### src/rtl/fracn_pkg.sv
package fracn_pkg;
  localparam int DIGIT_W = 4;
  localparam int DIGIT_MAX = 9;

  typedef logic [DIGIT_W-1:0] bcd_digit_t;

  function automatic logic digit_ok(input bcd_digit_t d);
    return d <= bcd_digit_t'(DIGIT_MAX);
  endfunction
endpackage

### src/rtl/bcd_digit_add.sv
module bcd_digit_add
  import fracn_pkg::*;
(
  input  bcd_digit_t a,
  input  bcd_digit_t b,
  input  logic       cin,
  output bcd_digit_t sum,
  output logic       cout
);
  logic [DIGIT_W:0] raw;

  always_comb begin
    raw = {1'b0, a} + {1'b0, b} + {{DIGIT_W{1'b0}}, cin};
    if (raw > (DIGIT_W+1)'(DIGIT_MAX)) begin
      sum  = bcd_digit_t'(raw - (DIGIT_W+1)'(DIGIT_MAX + 1));
      cout = 1'b1;
    end else begin
      sum  = bcd_digit_t'(raw);
      cout = 1'b0;
    end
  end
endmodule

### src/rtl/bcd_frac_accum.sv
module bcd_frac_accum
  import fracn_pkg::*;
#(
  parameter int DIGITS = 4,
  localparam int FRAC_W = DIGITS * DIGIT_W
) (
  input  logic              clk,
  input  logic              rst,
  input  logic              tick,
  input  logic              load,
  input  logic [FRAC_W-1:0] frac_in,
  output logic [FRAC_W-1:0] acc,
  output logic              ovf
);
  logic [FRAC_W-1:0] frac_act;
  logic [FRAC_W-1:0] sum;
  logic [DIGITS:0]   cy;
  logic [DIGITS-1:0] dig_ok;

  assign cy[0] = 1'b0;

  for (genvar g = 0; g < DIGITS; g++) begin : g_digit
    bcd_digit_add u_add (
      .a   (acc[g*DIGIT_W +: DIGIT_W]),
      .b   (frac_act[g*DIGIT_W +: DIGIT_W]),
      .cin (cy[g]),
      .sum (sum[g*DIGIT_W +: DIGIT_W]),
      .cout(cy[g+1])
    );
    assign dig_ok[g] = digit_ok(frac_in[g*DIGIT_W +: DIGIT_W]);
  end

  assign ovf = tick & cy[DIGITS];

  always_ff @(posedge clk) begin
    if (rst) begin
      frac_act <= '0;
      acc      <= '0;
    end else begin
      if (load && (&dig_ok)) frac_act <= frac_in;
      if (tick) acc <= sum;
    end
  end
endmodule

### src/rtl/swallow_divider.sv
module swallow_divider #(
  parameter int N_W = 12
) (
  input  logic           clk,
  input  logic           rst,
  input  logic [N_W-1:0] n_in,
  input  logic           ovf,
  output logic           reload,
  output logic           div_pulse,
  output logic           swallow_flag
);
  logic [N_W-1:0] cnt;
  logic           pending;

  assign reload = (cnt == '0);

  always_ff @(posedge clk) begin
    if (rst) begin
      cnt          <= '0;
      pending      <= 1'b0;
      div_pulse    <= 1'b0;
      swallow_flag <= 1'b0;
    end else begin
      div_pulse    <= reload;
      swallow_flag <= reload & pending;
      pending      <= (pending & ~reload) | ovf;
      if (reload) cnt <= pending ? n_in : n_in - N_W'(1);
      else        cnt <= cnt - N_W'(1);
    end
  end
endmodule

### src/rtl/fracn_div_ctrl.sv
module fracn_div_ctrl #(
  parameter int N_W = 12,
  parameter int DIGITS = 4,
  localparam int FRAC_W = DIGITS * fracn_pkg::DIGIT_W
) (
  input  logic              clk,
  input  logic              rst,
  input  logic              ref_tick,
  input  logic [N_W-1:0]    n_in,
  input  logic [FRAC_W-1:0] frac_in,
  output logic              div_pulse,
  output logic              swallow_flag,
  output logic [FRAC_W-1:0] acc_word
);
  logic reload;
  logic ovf;

  bcd_frac_accum #(.DIGITS(DIGITS)) u_accum (
    .clk    (clk),
    .rst    (rst),
    .tick   (ref_tick),
    .load   (reload),
    .frac_in(frac_in),
    .acc    (acc_word),
    .ovf    (ovf)
  );

  swallow_divider #(.N_W(N_W)) u_div (
    .clk         (clk),
    .rst         (rst),
    .n_in        (n_in),
    .ovf         (ovf),
    .reload      (reload),
    .div_pulse   (div_pulse),
    .swallow_flag(swallow_flag)
  );
endmodule

### config.mk
export PLATFORM = sky130hd
export DESIGN_NAME = fracn_div_ctrl
export DESIGN_NICKNAME = d
export VERILOG_FILES = /design/src/rtl/fracn_pkg.sv /design/src/rtl/bcd_digit_add.sv /design/src/rtl/bcd_frac_accum.sv /design/src/rtl/swallow_divider.sv /design/src/rtl/fracn_div_ctrl.sv
export SDC_FILE = /design/constraint.sdc
export NUM_CORES = 1
export LEC_CHECK = 0
export ABC_CLOCK_PERIOD_IN_PS = 8420
export BUFFER_PORTS_ARGS = -buffer_cell sky130_fd_sc_hd__buf_2
export CAP_MARGIN = 20
export CORE_ASPECT_RATIO = 1.5
export CORE_MARGIN = 2
export CORE_UTILIZATION = 45
export CTS_BUF_LIST = sky130_fd_sc_hd__clkbuf_8
export DETAILED_ROUTE_END_ITERATION = 7
export GPL_TIMING_DRIVEN = 0
export HOLD_SLACK_MARGIN = 0.1
export PLACE_DENSITY_LB_ADDON = 0.05
export SKIP_LAST_GASP = 1
export SLEW_MARGIN = 5
export SYNTH_ARGS = -nofsm -noshare
export SYNTH_HDL_FRONTEND = slang
export SYNTH_SLANG_ARGS = --single-unit
### constraint.sdc
create_clock -name clk -period 8.42 [get_ports clk]
set_clock_uncertainty 0.05 [all_clocks]
set_input_delay 1.684 -clock clk [delete_from_list [all_inputs] [get_ports clk]]
set_output_delay 1.684 -clock clk [all_outputs]
set_load 0.01 [all_outputs]
==> results of run 1 <==
power breakdown:
part | leakage [nW] | switching [mW] | internal [mW] | total (mW)
combinational | 1.10 | 0.153 | 0.125 | 0.278
sequential | 0.383 | 0.0267 | 0.256 | 0.283
clock | 0.0453 | 0.0775 | 0.0570 | 0.135
total | 1.53 | 0.257 | 0.438 | 0.695
metrics by stage:
step	setup slack [ns]	cell area [µm²]	TNS, ns	hold WS [ns]
2_1_floorplan	1.112	3043	0	0.3887
3_3_place_gp	0.03375	3378	0	0.4262
3_5_place_dp	-0.006231	3378	-0.006231	0.4307
4_1_cts	0.04470	3470	0	0.4425
5_1_grt	0.01849	3513	0	0.4647
6_report	0.5175	3513	0	0.4387
repair_timing:
item / CTS / global route
pin swaps: 0 / 1
setup endpoints to repair: 2 / 4
cloned: 0 / 0
resized for setup: 1 / 6
buffers inserted: 0 / 0
how the worst max path moves through the flow:
stage,startpoint,slack [ns],end
after global placement,u_accum.acc[0],0.03,u_accum.acc[13]
after floorplan,u_accum.acc[0],1.11,u_accum.acc[13]
final,u_accum.acc[0],0.52,u_accum.acc[13]
after CTS,u_accum.acc[0],0.04,u_accum.acc[13]
after detailed placement,u_accum.acc[0],-0.006,u_accum.acc[13]
after global routing,u_accum.acc[0],0.02,u_accum.acc[13]
Yosys cell counts, types with 3 or more instances:
| cell type | n |
|---|---|
| a211oi_1 | 12 |
| a21o_1 | 8 |
| a21oi_1 | 8 |
| a311oi_1 | 6 |
| a31oi_1 | 3 |
| and3_1 | 6 |
| clkbuf_1 | 11 |
| dfxtp_1 | 47 |
| fa_1 | 7 |
| ha_1 | 22 |
| inv_1 | 22 |
| mux2i_1 | 18 |
| nand2_1 | 13 |
| nand2b_1 | 3 |
| nand3_1 | 8 |
| nand4_1 | 4 |
| nor2_1 | 52 |
| nor2b_1 | 3 |
| nor3_1 | 9 |
| o21ai_0 | 14 |
| o221ai_1 | 4 |
| or3_1 | 11 |
| xnor2_1 | 11 |
| xor2_1 | 9 |
state kept, by name, summed over array words and instances, names as in the netlist:
| name | flops |
|---|---|
| u_accum.acc | 16 |
| u_div.pending | 1 |
| u_div.swallow_flag | 1 |
| u_div.cnt | 12 |
| u_div.div_pulse | 1 |
| u_accum.frac_act | 16 |
metal layers:
layer  track usage (%)  part of all wire, %  vias up
met5                 0                    0        -
met4             7.682                  1.7        0
met3             3.182                  3.1        8
met2             38.10                   54       53
met1             22.82                   41     1294
li1                  -                    -     1376
cell families (layout without fill, tap and decap cells):
logic type,Yosys count,count (layout),synth area share (%)
and+or+nand+nor,126,126,21.01
AOI/OAI and AO/OA,72,72,16.86
DFF,47,47,30.92
buffers and inverters,39,95,5.880
adders and majority gates,29,29,13.65
xor gates and xnor gates,20,20,5.757
muxes,18,18,5.921
cells in the final DEF (no fill, tap or decap), types with 9 or more instances in the layout:
cell type  instances
nor2_1            52
buf_2             49
dfxtp_1           47
inv_1             23
ha_1              22
mux2i_1           18
o21ai_0           14
nand2_1           13
a211oi_1          12
or3_1             11
clkbuf_1          11
nor3_1             9
worst min-delay path, stage by stage, from the launching register on:
cell and delay, ns:
dfxtp_1 0.31, inv_1 0.06, a221oi_1 0.07
final cells by class:
cell class	count	area share (%)
plain buffers	16	2.635
clock buffers	5	1.959
clock inverters	3	0.4630
inverters	23	2.457
multi-input cells	265	56.16
flip-flops and latches	47	26.78
well taps	76	2.707
repair buffers	48	6.838
==> impl_metrics.ini, run 1 <==
[clocking]
clockBufferDepth = 2
cts_buffers = 5
cts_root_buffer = clkbuf_8
cts_tree = done
ctsHoldBuffers = 0
insertion_delay_ns = 0.30
cts.sinks = 47
path_clk_slew_ns = 0.09
htreeDepth = 2

[critical_path]
critPathKind = flop to flop
endpoint_kind = flop
slowest_stage = fa_1
worstPathMaxFanout = 5
slowest_delay_ns = 0.45
path_delay_family = adder cells
ff2ff_path_depth = 31
critical_path_cell_count = 31
worst_setup_path_start_kind = flop
r2r_start = u_accum.acc[0]
critPathArrivalTime_ns = 8.05
r2r_slack_ns = 0.52
path_buf_inv = 5
r2r-end = u_accum.acc[13]
worstPathRequired_ns = 8.57
crit_top_cell = fa_1

[logic_synthesis]
syn_area_per_cell_um2 = 8.669
synth_top_area_cell = dfxtp_1
netlist_area_um2 = 3043
synth_edf_count = 0
syn_inst = 351
yosysWarnings = 0
synth-seq-area-share_pct = 30.92
ys_seq_elements = 47
syn_nets = 411
synth_cell_types = 50
synthArstFlopShare_pct = 0
synth_ff_type = dfxtp_1
synth_area_leaders = dfxtp_1 31%, ha_1 9.0%, nor2_1 6.4%
synth_top_area_share_pct = 30.92

[timing]
setup_viol = 0
worstMarginPinSlew_ns = 0.5800
max_freq_mhz = 126.5
report.final.slew_viol_count = 0
relSlewSlack_pct = 61.33
hold_viol = 0
grt_setup_unrepaired = no
period_share_pct = 93.85
period_minus_slack_ns = 7.902

[floorplanning]
initial_core_util_pct = 46.59
rows = 36
core_um2 = 6531
die_w_um = 71.14
dieArea_um2 = 7449
die_y_um = 104.7
ios = 49

[layout]
syn_to_final_growth_pct = 15.46
final_layout_size_suffix_gt1_share_pct = 17.69
multiInputGateArea_um2 = 1973
instances_no_fill = 483
utilization_pct = 53.79
layout.nets = 466
n_antenna_cell = 0
register_area_um2 = 940.9
fill_cells = 640

[min_path]
min_to = u_div.cnt[9]
min_from = u_div.cnt[9]
hold_class = flop to flop
worstHoldPathCells = 2

[global_routing]
grt_max_degree = 15
grt_pass1_vias = 2682
grt_pass1_wl_um = 12240
gr-total-overflow = 0
grt_usage_pct = 20.54
antenna_found_initial = 0

[run_status]
status = complete, no violations

[power]
peakVddDrop_mv = 0.08297
p_total_mw = 0.6952
power_density_nw_per_um2 = 197.9
p_leak_nw = 1.531

[detailed_routing]
avgViaCountPerCell = 5.654
detail_route.wirelength_um = 7452
drcViolationCount = 0
ant_nets = 0
dr.pass1.iters = 4
wl_per_cell_um = 15.43
drtIter0Drc = 52
num_vias = 2731

[job]
cap_violations = 0

[placed_design]
dpl.cell_count = 475
dpl.hpwl_um = 5772
gp_congestion = 0.8821
port_buffers = 48
(Power assumes the default switching activity.)
==> inputs of run 2 (changes only) <==
- ABC_CLOCK_PERIOD_IN_PS: 8420 -> unset
- BUFFER_PORTS_ARGS: -buffer_cell sky130_fd_sc_hd__buf_2 -> unset
- CORE_ASPECT_RATIO: 1.5 -> unset
- DONT_BUFFER_PORTS: unset -> 1
==> run 2 against run 1 <==
Combinational power decreased by 5%. First-iteration DRC count increased by 120%. Critical path depth increased by 1. Clock-buffer cell count increased by 2. Global-route usage decreased by 0.44 points. Sequential power increased by 1%. Total power increased by 0.82%. Cell area decreased by 5.7%. Via count decreased by 8.7%. Non-clock buffer count decreased by 46.
==> impl_metrics.ini, run 2 (same netlist as run 1, synthesis figures left out) <==
[run_status]
status = complete, no violations

[global_routing]
grt_pass1_vias = 2457
gr-total-overflow = 0
grt_max_degree = 14
antenna_found_initial = 0
grt_pass1_wl_um = 11800
grt_usage_pct = 20.10

[critical_path]
endpoint_kind = flop
path_delay_family = adder cells
slowest_stage = fa_1
worst_setup_path_start_kind = flop
worstPathRequired_ns = 8.56
critPathArrivalTime_ns = 8.08
r2r-end = u_accum.acc[13]
path_buf_inv = 6
crit_top_cell = fa_1
r2r_slack_ns = 0.48
ff2ff_path_depth = 32
critPathKind = flop to flop
slowest_delay_ns = 0.46
r2r_start = u_accum.acc[0]
worstPathMaxFanout = 5

[timing]
setup_tns_ns = 0
hold_slack_ns = 0.4214
final.setup.worst_slack_ns = 0.4813
period_share_pct = 94.28
report.final.slew_viol_count = 0
period_minus_slack_ns = 7.939
max_freq_mhz = 126.0
worstMarginPinSlew_ns = 0.5628
setup_viol = 0
relSlewSlack_pct = 62.48
hold_viol = 0

[clocking]
path_clk_slew_ns = 0.09
cts_root_buffer = clkbuf_8
cts_tree = done
clockBufferDepth = 2
cts.sinks = 47
cts_buffers = 5
htreeDepth = 2
insertion_delay_ns = 0.30
ctsHoldBuffers = 0

[layout]
n_antenna_cell = 0
layout.nets = 420
final_common_cell = nor2_1
final_layout_size_suffix_gt1_share_pct = 7.202
syn_to_final_growth_pct = 8.882
mostFrequentLayoutCells = 52 x nor2_1, 47 x dfxtp_1, 23 x inv_1
utilization_pct = 51.30
top_regs = u_accum.acc x16, u_accum.frac_act x16, u_div.cnt x12

[power]
power_density_nw_per_um2 = 211.6
p_total_mw = 0.7009
peakVddDrop_mv = 0.08662
p_leak_nw = 1.339

[floorplanning]
die_y_um = 86.23
ios = 49
dieArea_um2 = 7436
core_um2 = 6459
die_w_um = 86.23
initial_core_util_pct = 47.11
rows = 29

[detailed_routing]
drtIter0Drc = 112
num_vias = 2493
dr.pass1.iters = 5
drcViolationCount = 0
wl_per_cell_um = 15.98
ant_nets = 0
avgViaCountPerCell = 5.692
detail_route.wirelength_um = 7001

[placed_design]
pre_cts_slack_ns = -0.08778
dpl.hpwl_um = 5327
gp_congestion = 0.7791
port_buffers = 0

[min_path]
min_from = u_div.cnt[0]
worstHoldPathCells = 1
min_to = u_div.cnt[0]
hold_class = flop to flop

[job]
cap_violations = 0
run 2: layout make-up:
| class | instances | area [µm²] |
|---|---|---|
| Fill cell | 625 | 3146 |
| Multi-Input combinational cell | 265 | 1982 |
| Sequential cell | 47 | 940.9 |
| Clock buffer | 7 | 96.34 |
| Tap cell | 77 | 96.34 |
| Buffer | 16 | 92.59 |
| Inverter | 23 | 86.33 |
| Timing Repair Buffer | 2 | 15.01 |
| Clock inverter | 1 | 3.754 |
run 2: where the power goes:
group | switching [mW] | internal [mW] | leakage [nW]
clock | 0.0763 | 0.0739 | 0.0557
sequential | 0.0307 | 0.256 | 0.383
combinational | 0.146 | 0.118 | 0.900
total | 0.253 | 0.448 | 1.34
run 2: worst max-delay path by stage:
stage | from | endpoint | cells after the start
after floorplan | u_accum.acc[0] | u_accum.acc[13] | 31
after global placement | u_accum.acc[0] | u_accum.acc[13] | 31
after detailed placement | u_accum.acc[0] | u_accum.acc[14] | 31
after CTS | u_accum.acc[0] | u_accum.acc[14] | 31
after global routing | u_accum.acc[0] | u_accum.acc[13] | 32
final | u_accum.acc[0] | u_accum.acc[13] | 32
run 2: layer usage:
metal  GRT usage, %  up-vias  wire (µm)  part of all wire, %
met1          28.65     1158       3468                   50
li1               -     1276          -                    -
met5              0        -          0                    0
met4          4.688        0         68                 0.97
met3          4.571        6        355                  5.1
met2          31.15       53       3109                   44
run 2: stage by stage:
step | instance area [µm²] | instances
finish | 3313 | 438
global route | 3313 | 438
CTS | 3246 | 436
detailed placement | 3139 | 428
global placement | 3139 | 428
floorplan | 3043 | 351
run 2: repair_timing:
action,in CTS,in global routing
resized for setup,1,8
endpoints found under the hold margin,0,0
endpoints found under the setup margin,3,4
pin swaps,0,1
setup buffers,0,2
run 2: worst register-to-register path, delay by kind of cell, from the launching register on:
kind | cells | cell delay (ns)
buf+inv | 6 | 0.54
flops | 1 | 0.44
compound gates | 9 | 2.03
simple gates | 3 | 0.26
fa+ha+maj | 12 | 4.01
xor+xnor | 2 | 0.49
